===== config.mk =====
export PLATFORM = sky130hd
export DESIGN_NAME = sip_irq_poller
export DESIGN_NICKNAME = d
export VERILOG_FILES = /design/src/rtl/sip_pkg.sv /design/src/rtl/sip_sync.sv /design/src/rtl/sip_addr_ctr.sv /design/src/rtl/sip_poll_ctrl.sv /design/src/rtl/sip_irq_poller.sv
export SDC_FILE = /design/constraint.sdc
export NUM_CORES = 1
export LEC_CHECK = 0
export BUFFER_PORTS_ARGS = -buffer_cell sky130_fd_sc_hd__buf_4
export CORE_AREA = 2 2 39 41
export CTS_CLUSTER_SIZE = 10
export DETAILED_ROUTE_END_ITERATION = 12
export DIE_AREA = 0 0 41 43
export HOLD_SLACK_MARGIN = 0.06
export PLACE_DENSITY_LB_ADDON = 0.05
export SYNTH_ARGS = -nofsm -noshare
export SYNTH_HDL_FRONTEND = slang
export SYNTH_HIERARCHICAL = 1
export SYNTH_SLANG_ARGS = --single-unit

===== constraint.sdc =====
create_clock -name clk_i -period 3.06 [get_ports clk_i]
set_input_delay 0.612 -clock clk_i [delete_from_list [all_inputs] [get_ports clk_i]]
set_output_delay 0.612 -clock clk_i [all_outputs]
set_load 0.05 [all_outputs]

===== src/rtl/sip_pkg.sv =====
package sip_pkg;
  typedef enum logic [1:0] {ST_IDLE, ST_ISSUE, ST_WAIT} poll_st_e;
  typedef enum logic {CAUSE_TO = 1'b0, CAUSE_SR = 1'b1} irq_cause_e;
endpackage


===== src/rtl/sip_sync.sv =====
module sip_sync #(
  parameter int unsigned W       = 2,
  parameter int unsigned STAGES  = 2,
  parameter logic [W-1:0] RST_VAL = '1
) (
  input  logic         clk_i,
  input  logic         rst_ni,
  input  logic [W-1:0] d_i,
  output logic [W-1:0] q_o
);
  logic [W-1:0] st_q [STAGES];

  always_ff @(posedge clk_i or negedge rst_ni) begin
    if (!rst_ni) st_q[0] <= RST_VAL;
    else         st_q[0] <= d_i;
  end

  for (genvar g = 1; g < STAGES; g++) begin : g_stage
    always_ff @(posedge clk_i or negedge rst_ni) begin
      if (!rst_ni) st_q[g] <= RST_VAL;
      else         st_q[g] <= st_q[g-1];
    end
  end

  assign q_o = st_q[STAGES-1];
endmodule


===== src/rtl/sip_addr_ctr.sv =====
module sip_addr_ctr #(
  parameter int unsigned N_DEV  = 8,
  parameter int unsigned ADDR_W = 3
) (
  input  logic              clk_i,
  input  logic              rst_ni,
  input  logic              clr_i,
  input  logic              inc_i,
  output logic [ADDR_W-1:0] addr_o
);
  localparam logic [ADDR_W-1:0] LastAddr = ADDR_W'(N_DEV - 1);

  logic [ADDR_W-1:0] addr_q;

  always_ff @(posedge clk_i or negedge rst_ni) begin
    if (!rst_ni)    addr_q <= '0;
    else if (clr_i) addr_q <= '0;
    else if (inc_i) addr_q <= (addr_q == LastAddr) ? '0 : addr_q + 1'b1;
  end

  assign addr_o = addr_q;
endmodule


===== src/rtl/sip_poll_ctrl.sv =====
module sip_poll_ctrl
  import sip_pkg::*;
(
  input  logic clk_i,
  input  logic rst_ni,
  input  logic to_act_i,
  input  logic sr_act_i,
  input  logic sr_mask_i,
  input  logic resp_valid_i,
  input  logic resp_req_i,
  output logic clr_o,
  output logic inc_o,
  output logic stb_o,
  output logic svc_o,
  output logic cause_o,
  output logic idle_o
);
  poll_st_e   st_q, st_d;
  irq_cause_e cause_q, cause_d;
  logic       sr_ok;

  assign sr_ok = sr_act_i && !sr_mask_i;

  always_comb begin
    st_d    = st_q;
    cause_d = cause_q;
    clr_o   = 1'b0;
    inc_o   = 1'b0;
    unique case (st_q)
      ST_IDLE: begin
        if (to_act_i) begin
          st_d = ST_ISSUE; cause_d = CAUSE_TO; clr_o = 1'b1;
        end else if (sr_ok) begin
          st_d = ST_ISSUE; cause_d = CAUSE_SR; clr_o = 1'b1;
        end
      end
      ST_ISSUE: st_d = ST_WAIT;
      ST_WAIT: begin
        if (resp_valid_i) begin
          if (to_act_i) begin
            st_d = ST_ISSUE;
            // take-over preempts a service-request scan from address 0
            if (cause_q == CAUSE_SR) begin
              cause_d = CAUSE_TO; clr_o = 1'b1;
            end else begin
              inc_o = 1'b1;
            end
          end else if (cause_q == CAUSE_SR && sr_ok) begin
            st_d = ST_ISSUE; inc_o = 1'b1;
          end else begin
            st_d = ST_IDLE;
          end
        end
      end
      default: st_d = ST_IDLE;
    endcase
  end

  always_ff @(posedge clk_i or negedge rst_ni) begin
    if (!rst_ni) begin
      st_q    <= ST_IDLE;
      cause_q <= CAUSE_TO;
    end else begin
      st_q    <= st_d;
      cause_q <= cause_d;
    end
  end

  assign stb_o   = (st_q == ST_ISSUE);
  assign svc_o   = (st_q == ST_WAIT) && resp_valid_i && resp_req_i;
  assign cause_o = cause_q;
  assign idle_o  = (st_q == ST_IDLE);
endmodule


===== src/rtl/sip_irq_poller.sv =====
module sip_irq_poller #(
  parameter int unsigned N_DEV    = 8,
  parameter int unsigned SYNC_STG = 2,
  localparam int unsigned ADDR_W  = (N_DEV > 1) ? $clog2(N_DEV) : 1
) (
  input  logic              clk_i,
  input  logic              rst_ni,
  input  logic              to_n_i,
  input  logic              sr_n_i,
  input  logic              sr_mask_i,
  input  logic              resp_valid_i,
  input  logic              resp_req_i,
  output logic              poll_stb_o,
  output logic [ADDR_W-1:0] poll_addr_o,
  output logic              svc_o,
  output logic              svc_cause_o,
  output logic              idle_o
);
  logic [1:0] line_s;
  logic       clr, inc;

  sip_sync #(.W(2), .STAGES(SYNC_STG), .RST_VAL(2'b11)) u_sync (
    .clk_i  (clk_i),
    .rst_ni (rst_ni),
    .d_i    ({sr_n_i, to_n_i}),
    .q_o    (line_s)
  );

  sip_poll_ctrl u_ctrl (
    .clk_i        (clk_i),
    .rst_ni       (rst_ni),
    .to_act_i     (~line_s[0]),
    .sr_act_i     (~line_s[1]),
    .sr_mask_i    (sr_mask_i),
    .resp_valid_i (resp_valid_i),
    .resp_req_i   (resp_req_i),
    .clr_o        (clr),
    .inc_o        (inc),
    .stb_o        (poll_stb_o),
    .svc_o        (svc_o),
    .cause_o      (svc_cause_o),
    .idle_o       (idle_o)
  );

  sip_addr_ctr #(.N_DEV(N_DEV), .ADDR_W(ADDR_W)) u_addr (
    .clk_i  (clk_i),
    .rst_ni (rst_ni),
    .clr_i  (clr),
    .inc_i  (inc),
    .addr_o (poll_addr_o)
  );
endmodule


==> results.md <==
Status:
- The run finished with clean final reports.

Critical path:
- The data arrival time of the worst path is approximately 1300 ps.
- STA classifies the critical path startpoint as a flip-flop.
- In this run the worst path has a maximum fanout of 7.
- The worst setup path is captured at an output port.
- For the worst flop-to-flop path, the logic depth is 6.
- STA puts the critical path data required time at 2450 ps.
- The critical path in this run is classified as flip-flop to output port.

Logic synthesis:
- Among all cell types in the netlist, the one instantiated most often is dfrtp_1.
- In this run, synthesis inferred 0 flip-flops with an integrated enable.
- In this run the mean area of a mapped cell was between 10 and 15 µm².
- The proportion of synthesized flip-flops having asynchronous set or reset is 100.0%.
- Summing every instance area after synthesis gives 474.2 µm².
- The prevailing post-synth register cell is dfrtp_1.
- Counting every instance in the synthesized netlist gives 43.
- The number of different library cells in the post-synthesis netlist is 23.
- After synthesis, flip-flops and latches occupy 53.83% of the total area.
- The top-area cell type share of the netlist area is roughly a third.
- Yosys attributes the largest share of cell area to dfrtp_1, dfstp_2, ha_1, inv_1, buf_4.
- Of all cell types, the one taking the most synthesized area is dfrtp_1.
- When the netlist entered floorplanning its net count stood at 52.
- Counting flops and latches in the post-synthesis netlist gives 10.
- After synthesis, the most frequently instantiated cells are dfrtp_1, inv_1, dfstp_2.
- The number of warnings reported in the yosys synthesis log is 6.

Floorplan:
- The die covers 1763 µm².
- After floorplanning, the core was sized to cover about 1400 µm².
- The total I/O pin count is 14.
- The die outline height is 43 µm.
- The total number of placement rows is 14.
- The starting density of the core is 34.27%.
- The die span in x is ~40 µm.

Finish:
- In the final layout, the share of cells above drive strength 1 is between 30% and 40%.
- Summing all multi-input logic gate instances after layout gives 185.2 µm².
- Relative to the synthesized area, the layout overhead comes to 29.29%.
- Once layout is complete, the cells apart from fillers number 74.
- The number of antenna diodes in the final layout is 0.
- The layout has 142 filler cells.
- The finished cells cover 613.1 µm².
- In the final layout, flip-flops and latches occupy 255.2 µm².
- The layout net count is 68.

Global route:
- Entering global routing, the biggest net connects 11 pins.
- The first-pass GRT wire length is 1.421 mm.
- The number of global-route vias before repair is 353.
- The global-route total usage across every layer is between 10% and 20%.
- The number of antenna violations at the first check in global routing is 0.
- Summed over all layers, the global routing overflow is 0.

CTS:
- CTS built an H-tree with a depth of 1.
- The register clock-pin slew on the reported worst setup and hold paths is 70 ps.
- Clock latency on the worst-skew pair, taken at its later pin, is around 260 ps.
- Once the clock tree was built, the resizer swapped 0 gates to a different size.
- The cell chosen for the clock root is clkbuf_4.
- The CTS tree is built.
- The number of hold buffers added after CTS was 0.
- The number of clock sinks is 10.
- After clock tree synthesis, the setup repair step added 0 buffers.
- The clock passes through at most 2 buffers.
- The total clock buffers created by CTS is 3.

Placed design:
- The number of port buffers is 13.
- The instance count after placement with tap cells included is 70.
- The detailed placement HPWL is 655.4 µm.
- The placed instance area is 576.8 µm².
- Routability-driven placement finished with a final weighted congestion of 0.6384.

Timing:
- After routing, the total negative slack on setup checks comes to 0 ps.
- The post-route fraction of the period consumed by the critical path is roughly 63%.
- The number of failing hold endpoints at the final stage is 0.
- The count of pins over their slew limit is 0.
- The slew at the pin closest to its max-slew limit is 511.7 ps.
- For the final database, setup skew stands at 7.743 ps.
- The worst path needs 1930 ps of the cycle, external delays included.
- Setup violations remaining at the end of the flow were counted as 0.
- Setup repair after global routing left no endpoint under its margin.
- Measured against its own limit, the worst slew margin works out to 65.59%.
- The timing-limited maximum frequency is 518.2 MHz.

Job:
- Max-cap violations in this run came to 0.

Detailed routing:
- The first detailed-routing pass took 2 iterations.
- After the first detailed-routing iteration, the DRC count stood at 5.
- The final routed DRC violation total is 0.
- The final wirelength is 847 µm.
- Dividing the detail-routed via count by the number of cells gives 4.797.
- In this run the remaining antenna-violating nets after routing total 0.
- Across all layers, the routed design uses 355 vias.
- Dividing the detail-routed wire length by the instance count gives 11.45 µm.

Power:
- The standby leakage power is 0.3107 nW.
- The maximum vdd ir drop is 0.2719 mV.
- The ratio of total power to cell area is 849.0 nW/µm².

Worst hold path:
- The worst hold path belongs to the class primary input to async pin.
## through the flow
step           power [mW]  hold WS, ps  utilization [%]  setup slack (ps)
6_report           0.5205        159.0            44.30              1130
2_1_floorplan      0.3411        316.4                -              1258
5_1_grt            0.5562        146.9            44.30              1021
3_3_place_gp       0.4016        346.7            41.68              1368
4_1_cts            0.5271        156.0            44.30              1127
3_5_place_dp       0.4074        348.2            41.68              1329
## cells in the final DEF (no fill, tap or decap), drive strengths merged
cell | synthesis | final
a211oi | 1 | 1
inv | 5 | 5
mux2i | 1 | 1
nand4 | 1 | 1
o31ai | 2 | 2
dfstp | 4 | 4
dfrtp | 6 | 6
o41ai | 1 | 1
and3 | 1 | 1
nand2b | 2 | 2
buf | 2 | 13
nor2 | 3 | 3
nand3b | 1 | 1
nor2b | 3 | 3
xor2 | 1 | 1
ha | 2 | 2
nand3 | 1 | 1
clkbuf | 0 | 4
a21oi | 3 | 3
or3b | 1 | 1
o21ai | 1 | 1
a21o | 1 | 1
## layer usage
metal | up-vias | GRT usage, % | part of all wire, %
met2 | 11 | 17.81 | 50
met3 | 2 | 3.141 | 6.8
met4 | 0 | 12.00 | 1.3
met1 | 164 | 15.25 | 42
li1 | 178 | - | -
met5 | - | 0 | 0
## where the power goes
part           switching (mW)  leakage [nW]  internal [mW]
Clock                  0.0455        0.0210         0.0722
Sequential             0.0330         0.121          0.159
Combinational           0.139         0.169         0.0726
Total                   0.217         0.311          0.303
## registers in the layout (all words and copies together) (netlist names)
| signal | flops |
|---|---|
| u_addr/addr_o | 3 |
| u_ctrl/cause_o | 1 |
| u_ctrl/st_q | 2 |
| u_sync/q_o | 2 |
| u_sync/st_q | 2 |
## kinds of logic after synthesis
group	share of synthesized area [%]
simple gates	16.62
xor+xnor	1.847
compound gates	13.19
mux	2.111
flops	53.82
buf+inv	7.124
fa+ha+maj	5.276
## cell type report
cell class                      instances  area share, %
Clock buffer                            4          5.918
Inverter                                5          3.061
Multi-Input combinational cell         26          30.20
Sequential cell                        10          41.63
Tap cell                               16          3.265
Timing Repair Buffer                   13          15.92
## path summary, 6_finish.rpt
check | startpoint | slack [ps] | endpoint
setup / recovery | u_ctrl/st_q[1] | 1130 | svc_o
min in group clk_i | u_sync/st_q[3] | 360 | u_sync/q_o[1]
hold reg to reg | u_sync/st_q[3] | 360 | u_sync/q_o[1]
hold / removal | rst_ni | 160 | u_ctrl/st_q[1]
max in group asynchronous | rst_ni | 2670 | u_sync/q_o[0]
setup reg to reg | u_sync/q_o[0] | 1390 | u_addr/addr_o[0]
## worst max-delay path, stage by stage (launching register included)
cell     delay, ps
dfrtp_1        440
nor2b_2        250
and3_1         180
buf_4          190
(Power assumes the default switching activity.)
